File: config.mk
export PLATFORM = sky130hd
export DESIGN_NAME = turn_lamp_ctrl
export DESIGN_NICKNAME = d
export VERILOG_FILES = /design/src/rtl/tsig_pkg.sv /design/src/rtl/step_divider.sv /design/src/rtl/sweep_seq.sv /design/src/rtl/lamp_mux.sv /design/src/rtl/turn_lamp_ctrl.sv
export SDC_FILE = /design/constraint.sdc
export NUM_CORES = 1
export LEC_CHECK = 0
export BUFFER_PORTS_ARGS = -buffer_cell sky130_fd_sc_hd__buf_2
export CAP_MARGIN = 20
export CELL_PAD_IN_SITES_DETAIL_PLACEMENT = 1
export CELL_PAD_IN_SITES_GLOBAL_PLACEMENT = 1
export CORE_UTILIZATION = 46
export DETAILED_ROUTE_END_ITERATION = 6
export PLACE_DENSITY = 0.84
export SETUP_SLACK_MARGIN = 0.15
export SYNTH_ARGS = -nofsm -noshare
export SYNTH_HDL_FRONTEND = slang
export SYNTH_SLANG_ARGS = --single-unit
export TNS_END_PERCENT = 30
File: constraint.sdc
create_clock -name clk_i -period 2.5 [get_ports clk_i]
set_input_delay 0.125 -clock clk_i [delete_from_list [all_inputs] [get_ports clk_i]]
set_output_delay 0.125 -clock clk_i [all_outputs]
set_load 0.05 [all_outputs]
File: src/rtl/tsig_pkg.sv
package tsig_pkg;

    localparam int unsigned LAMPS_PER_CLUSTER = 3;
    localparam int unsigned STEP_W            = 2;

    typedef logic [LAMPS_PER_CLUSTER-1:0] lamp_t;
    typedef logic [STEP_W-1:0]            step_t;

    typedef enum logic [1:0] {
        REQ_IDLE   = 2'd0,
        REQ_LEFT   = 2'd1,
        REQ_RIGHT  = 2'd2,
        REQ_HAZARD = 2'd3
    } req_e;

    typedef struct packed {
        lamp_t front_l;
        lamp_t front_r;
        lamp_t rear_l;
        lamp_t rear_r;
    } lamp_bus_t;

    localparam lamp_t LAMP_OFF  = '0;
    localparam lamp_t LAMP_FULL = '1;

    // Thermometer fill: stage s lights the s lowest lamps.
    function automatic lamp_t fill_of(step_t s);
        logic [LAMPS_PER_CLUSTER:0] one_hot;
        one_hot = ({{LAMPS_PER_CLUSTER{1'b0}}, 1'b1} << s);
        return lamp_t'(one_hot - 1'b1);
    endfunction

    // Fixed priority: hazard, then a single direction; both directions cancel.
    function automatic req_e decode_req(logic left, logic right, logic hazard);
        if (hazard)             return REQ_HAZARD;
        else if (left && !right) return REQ_LEFT;
        else if (right && !left) return REQ_RIGHT;
        else                    return REQ_IDLE;
    endfunction

endpackage

File: src/rtl/step_divider.sv
module step_divider #(
    parameter int unsigned          CNT_W      = 45,
    parameter logic [CNT_W-1:0]     TERM_COUNT = {CNT_W{1'b1}}
) (
    input  logic clk_i,
    input  logic rst_ni,
    output logic tick_o
);
    logic [CNT_W-1:0] cnt_q;

    assign tick_o = (cnt_q == TERM_COUNT);

    always_ff @(posedge clk_i or negedge rst_ni) begin
        if (!rst_ni)     cnt_q <= '0;
        else if (tick_o) cnt_q <= '0;
        else             cnt_q <= cnt_q + 1'b1;
    end
endmodule

File: src/rtl/sweep_seq.sv
module sweep_seq
    import tsig_pkg::*;
(
    input  logic  clk_i,
    input  logic  rst_ni,
    input  req_e  req_i,
    input  logic  tick_i,
    output step_t step_o
);
    req_e  held_q;
    step_t step_q;
    logic  restart;

    assign restart = (req_i != held_q);
    assign step_o  = restart ? step_t'(0) : step_q;

    always_ff @(posedge clk_i or negedge rst_ni) begin
        if (!rst_ni) begin
            held_q <= REQ_IDLE;
            step_q <= '0;
        end else begin
            held_q <= req_i;
            if (restart || req_i == REQ_IDLE) step_q <= '0;
            else if (tick_i)                  step_q <= step_q + step_t'(1);
        end
    end
endmodule

File: src/rtl/lamp_mux.sv
module lamp_mux
    import tsig_pkg::*;
(
    input  req_e      req_i,
    input  step_t     step_i,
    input  logic      brake_i,
    output lamp_bus_t lamps_o
);
    lamp_t fill;
    logic  left_on, right_on;

    assign fill     = fill_of(step_i);
    assign left_on  = (req_i == REQ_LEFT)  || (req_i == REQ_HAZARD);
    assign right_on = (req_i == REQ_RIGHT) || (req_i == REQ_HAZARD);

    always_comb begin
        lamps_o.front_l = left_on  ? fill : LAMP_OFF;
        lamps_o.front_r = right_on ? fill : LAMP_OFF;
        lamps_o.rear_l  = brake_i ? LAMP_FULL : (left_on  ? fill : LAMP_OFF);
        lamps_o.rear_r  = brake_i ? LAMP_FULL : (right_on ? fill : LAMP_OFF);
    end
endmodule

File: src/rtl/turn_lamp_ctrl.sv
module turn_lamp_ctrl
    import tsig_pkg::*;
#(
    parameter int unsigned      CNT_W      = 45,
    parameter logic [CNT_W-1:0] TERM_COUNT = {CNT_W{1'b1}}
) (
    input  logic        clk_i,
    input  logic        rst_ni,
    input  logic        turn_left_i,
    input  logic        turn_right_i,
    input  logic        hazard_i,
    input  logic        brake_i,
    output logic [2:0]  lamp_front_l_o,
    output logic [2:0]  lamp_front_r_o,
    output logic [2:0]  lamp_rear_l_o,
    output logic [2:0]  lamp_rear_r_o
);
    logic      step_tick;
    req_e      req_cur;
    step_t     step_eff;
    lamp_bus_t lamps;

    assign req_cur = decode_req(turn_left_i, turn_right_i, hazard_i);

    step_divider #(.CNT_W(CNT_W), .TERM_COUNT(TERM_COUNT)) div_i (
        .clk_i  (clk_i),
        .rst_ni (rst_ni),
        .tick_o (step_tick)
    );

    sweep_seq seq_i (
        .clk_i  (clk_i),
        .rst_ni (rst_ni),
        .req_i  (req_cur),
        .tick_i (step_tick),
        .step_o (step_eff)
    );

    lamp_mux mux_i (
        .req_i   (req_cur),
        .step_i  (step_eff),
        .brake_i (brake_i),
        .lamps_o (lamps)
    );

    // Reset blanks every bus, including the brake override.
    assign lamp_front_l_o = rst_ni ? lamps.front_l : LAMP_OFF;
    assign lamp_front_r_o = rst_ni ? lamps.front_r : LAMP_OFF;
    assign lamp_rear_l_o  = rst_ni ? lamps.rear_l  : LAMP_OFF;
    assign lamp_rear_r_o  = rst_ni ? lamps.rear_r  : LAMP_OFF;
endmodule

### After elaboration in Yosys (flattened, before gate mapping)

Cells that the tools add are included.

* word-level logic and storage cells: 36
* output and inout bits: 12
* bits of input ports: 6
* register bits after elaboration: 49

* eq/ne operators: 5
* muxes and demuxes: 15
* shifts and indexed selects: 1
* reduce and logical (&&, ||, !) cells: 9
* $add $sub $neg: 3

Operators by type and width (count)
* 45-bit by 1-bit adder with 45-bit output, second input constant: 1
* 45-bit == test, second input constant: 1
* 45-bit 2-to-1 mux: 1
* 3-bit 2-to-1 mux: 8
* 2-bit 2-to-1 mux: 6
* 2-bit == test, second input constant: 2
* 1-bit logical OR: 3
* 1-bit by 2-bit left shift with 3-bit output, first input constant: 1
* 3-bit by 1-bit subtractor with 3-bit output, second input constant: 1
* 2-bit by 1-bit adder with 2-bit output, second input constant: 1
* 2-bit by 1-bit == test with 1-bit output, second input constant: 1
* 1-bit logical AND: 2
* 1-bit zero test: 2
* 2-bit zero test: 1
* 2-bit != test: 1
* 2-bit nonzero test: 1

### Longest topological paths before layout

* depth in word-level cells: 12
* depth in mapped cells: 8
* gate-level depth less buffers: 5

### Cells and area by module

From an unflattened synthesis, not the netlist that was laid out.

* cell total of the unflattened synthesis: 265
* area total of the unflattened synthesis: 2612.5 sq um

By module, submodules not included
* step_divider: seq. area each 1126.1 sq um, instances 1, cells an instance 220, area each 2234.6 sq um
* sweep_seq: seq. area each 100.1 sq um, instances 1, cells an instance 17, area each 177.7 sq um
* turn_lamp_ctrl: seq. area each 0.0 sq um, instances 1, cells an instance 16, area each 115.1 sq um
* lamp_mux: seq. area each 0.0 sq um, instances 1, cells an instance 12, area each 85.1 sq um

### Worst setup path before layout

OpenSTA, ideal clock, no wires.

* kind: flip-flop to output port
* from: reg seq_i.held_q[1]
* to: out lamp_rear_l_o[1]
* path buffers: 0
* data arrival time: 2.241 ns
* stages on the path, launching flop included: 6
* slack: 0.134 ns
* data required time: 2.375 ns
* cells stage by stage: dfrtp_1 -> nor4b_1 -> o21ai_0 -> o31ai_1 -> nand3_1 -> o21ai_0

* word-level cells in the longest chain between the ends: 7

RTL lines
* from (decl): line sweep_seq.sv:10 `req_e held_q;`
* from (signal assigned): line sweep_seq.sv:22 `held_q <= req_i;`
* 2-bit != test: line sweep_seq.sv:14 `assign restart = (req_i != held_q);`
* 2-bit 2-to-1 mux: line sweep_seq.sv:15 `assign step_o = restart ? step_t'(0) : step_q;`
* 1-bit by 2-bit left shift with 3-bit output: line tsig_pkg.sv:29 `one_hot = ({{LAMPS_PER_CLUSTER{1'b0}}, 1'b1} << s);`
* 3-bit by 1-bit subtractor with 3-bit output: line tsig_pkg.sv:30 `return lamp_t'(one_hot - 1'b1);`
* 3-bit 2-to-1 mux (2 in series): line lamp_mux.sv:19 `lamps_o.rear_l = brake_i ? LAMP_FULL : (left_on ? fill : LAMP_OFF);`
* 3-bit 2-to-1 mux: line turn_lamp_ctrl.sv:49 `assign lamp_rear_l_o = rst_ni ? lamps.rear_l : LAMP_OFF;`
* to (decl): line turn_lamp_ctrl.sv:15 `output logic [2:0] lamp_rear_l_o,`

No other way between the ends.

### Worst setup path in the final report

* from: reg div_i.cnt_q[8]
* to: reg seq_i.step_q[1]

* word-level cells in the longest chain between the ends: 2

RTL lines
* from (decl): line step_divider.sv:9 `logic [CNT_W-1:0] cnt_q;`
* from (signal assigned): line step_divider.sv:16 `else cnt_q <= cnt_q + 1'b1;`
* 45-bit == test: line step_divider.sv:11 `assign tick_o = (cnt_q == TERM_COUNT);`
* 2-bit nonzero test (no line)
* to (signal assigned): line sweep_seq.sv:24 `else if (tick_i) step_q <= step_q + step_t'(1);`
* to (decl): line sweep_seq.sv:11 `step_t step_q;`

No other way between the ends.
A chain may end at the register's enable or synchronous reset.

==> qor.yml <==
status: "complete, no violations"
n_antenna_cell: 0
nNetsFinal: 286
h-tree-depth: 2
pre_cts_ws_ps: 308.4
regArea_um2: 1226
crit_buf_inv: 0
clk_latency_ps: 300
synth_area_leaders: "dfrtp_1, xnor2_1, nor2_1"
via_count: 1914
grt_pass1_wl_um: 9163
critPathMaxStageDelay_ps: 540
rrSetupSlack_ps: 280
cts_buffer_depth: 2
yosysWarnings: 0
setup_viol: 0
maxSlewHeadroom: 0.5923
vias_per_cell: 5.469
p_int_uw: 1007
fmax_mhz: 451.0
final_cell_mix: "dfrtp_1, nor2_1, xnor2_1, nand2_1, buf_2"
crit_path_frequent_cell: "or3_1"
clkTransAtPathRegs_ps: 90
grt_max_degree: 50
gp_congestion: 0.7594
grt_pass1_vias: 1912
boundaryPins: 18
worstMarginPinSlew_ps: 611.5
firstDrtPassIters: 4
yosysSeqAreaShare: 0.4940
drv_slew: 0
antenna_left: 0
hold_viol: 0
dieArea_um2: 5694
p_switching_uw: 306.6
start_util: 0.4830
cp-end-kind: "register"
syn_area_um2: 2482
required_ps: 2740
critical_path.max_fanout: 9
clock-sinks: 49
drive_gt1_frac: 0.1214
synth_top_area_share: 0.4940
cts_buffers: 5
cp_cell_sequence: "and4_1 > nand4_4 > or3_1 > or3_1 > a21oi_1"
postCtsResizedCells: 0
period_needed_ps: 2217
p_leak_uw: 0.001219
dp_hpwl_um: 4059
cpLargestDelayFamily: "simple AND/OR/NAND/NOR gates"
cp_slowest_cell: "or3_1"
clockRootBuffer: "clkbuf_8"
finalWorstSetupSlack_ps: 282.6
post_cts_buffers: 0
row_count: 26
peakVddDrop_v: 0.0003336
synth_cell_types: 31
hp-class: "primary input to asynchronous set/reset pin"
layout_commonest_cell: "dfrtp_1"
holdBufCountCts: 0
syn_inst: 256
drv_cap: 0
synth_seq_cells: 49
overflow: 0
r2r-start: "div_i.cnt_q[8]"
cts_tree: "yes"
crit_type: "register to register"
drc_errors: 0
yosys.area.top_type: "dfrtp_1"
multi_input_area_um2: 1200
pwr-share-comb: 0.049
antenna_found_initial: 0
routedWlPerCell_um: 16.12
worstRegToRegCells: 5
n_fill_cell: 625
grt_usage: 0.2204
startpoint_type: "register"
clkPwrFrac: 0.345
routed_wl_um: 5643
cellPowerDensity_nw_per_um2: 475.0
sw_frac_of_total: 0.2333
port_buffers: 17
core-area_um2: 5140
r2r-end: "seq_i.step_q[1]"
synthToLayoutAreaGrowth_pct: 11.44
clock-skew-final_ps: 10.22
pwr-share-seq: 0.606
syn_area_per_cell_um2: 9.697
setup_tns_ps: 0
min_period_over_period: 0.8870
die_h_um: 75.46
rsz0062_at_grt: "true"
cp.arrival_ps: 2450
synth_nets: 263
die_x_um: 75.46
first_iter_violations: 114
-- synthesized netlist by cell type --
cell      number
nor4_1         9
xor2_1        12
clkbuf_2       1
or2_2          1
and4_1         7
nor2_1        36
nor2b_1        2
mux2i_1        1
or3_1          3
nor4b_4        1
and3_1         2
xnor2_1       32
inv_1          8
o31ai_1        1
ha_1           1
or4_1          1
a21oi_1        3
o21ai_0        9
nand4_1       11
and2_1         6
clkbuf_1       2
nand4_4        1
nand2_1       22
nand4_2        1
o211ai_1       1
buf_4          2
dfrtp_1       49
nand3_1       15
nor3_1        13
buf_2          2
nor4b_1        1
-- through the flow --
stage	cells	hold WS, ps	util	total power, uW	area (um^2)
3_3_place_gp	342	343.7	0.5204	875.3	2675
2_1_floorplan	256	-170.6	-	844.2	2482
3_5_place_dp	342	358.2	0.5204	877.2	2675
6_report	350	3.613	0.5382	1314	2766
5_1_grt	350	73.89	0.5382	1357	2766
4_1_cts	350	30.80	0.5360	1319	2755
-- kinds of logic (layout without fill, tap and decap cells) --
logic type                 after synthesis  in the layout  synth area share
AOI/OAI and AO/OA                       14             14           0.03024
xor gates and xnor gates                44             44            0.1552
adders and majority gates                1              1          0.005040
buffers and inverters                   15             39           0.02722
DFF                                     49             49            0.4940
muxes                                    1              1          0.004032
and+or+nand+nor                        132            132            0.2843
-- final cells by class --
class | count | share of cell area
multi-input cells | 192 | 0.4337
inverters | 8 | 0.01085
clock buffers | 8 | 0.02895
repair buffers | 23 | 0.05156
well taps | 70 | 0.03166
flip-flops and latches | 49 | 0.4432
-- sequential cells by signal, summed over array words and instances, names as in the netlist --
register	cells
div_i.cnt_q	45
seq_i.step_q	2
seq_i.held_q	2
-- worst max-delay path by stage --
stage | cells after the start | to | start
floorplan | 5 | lamp_rear_l_o[1] | seq_i.held_q[1]
global placement | 5 | seq_i.step_q[1] | div_i.cnt_q[8]
detailed placement | 5 | seq_i.step_q[1] | div_i.cnt_q[8]
CTS | 6 | lamp_rear_l_o[2] | seq_i.held_q[1]
global route | 5 | seq_i.step_q[1] | div_i.cnt_q[8]
finish | 5 | seq_i.step_q[1] | div_i.cnt_q[8]
-- routing by layer --
layer	share of wire	track usage
met5	0	0
met4	0.015	0.07202
met3	0.023	0.03968
met2	0.50	0.3661
met1	0.47	0.2941
-- worst reg2reg max path, stage by stage, from the launching register on --
cell and delay [ps]:
dfrtp_1 420, and4_1 440, nand4_4 220, or3_1 540, or3_1 390, a21oi_1 140
-- power by group through the flow --
| stage | combinational (uW) | sequential (uW) | clock, uW |
|---|---|---|---|
| finish | 64.2 | 796 | 454 |
| global placement | 63.8 | 812 | 0 |
| detailed placement | 65.4 | 812 | 0 |
| global route | 71.9 | 796 | 489 |
| floorplan | 32.9 | 811 | 0 |
| CTS | 65.8 | 796 | 458 |
No activity file was read; power rests on OpenSTA's default activity.
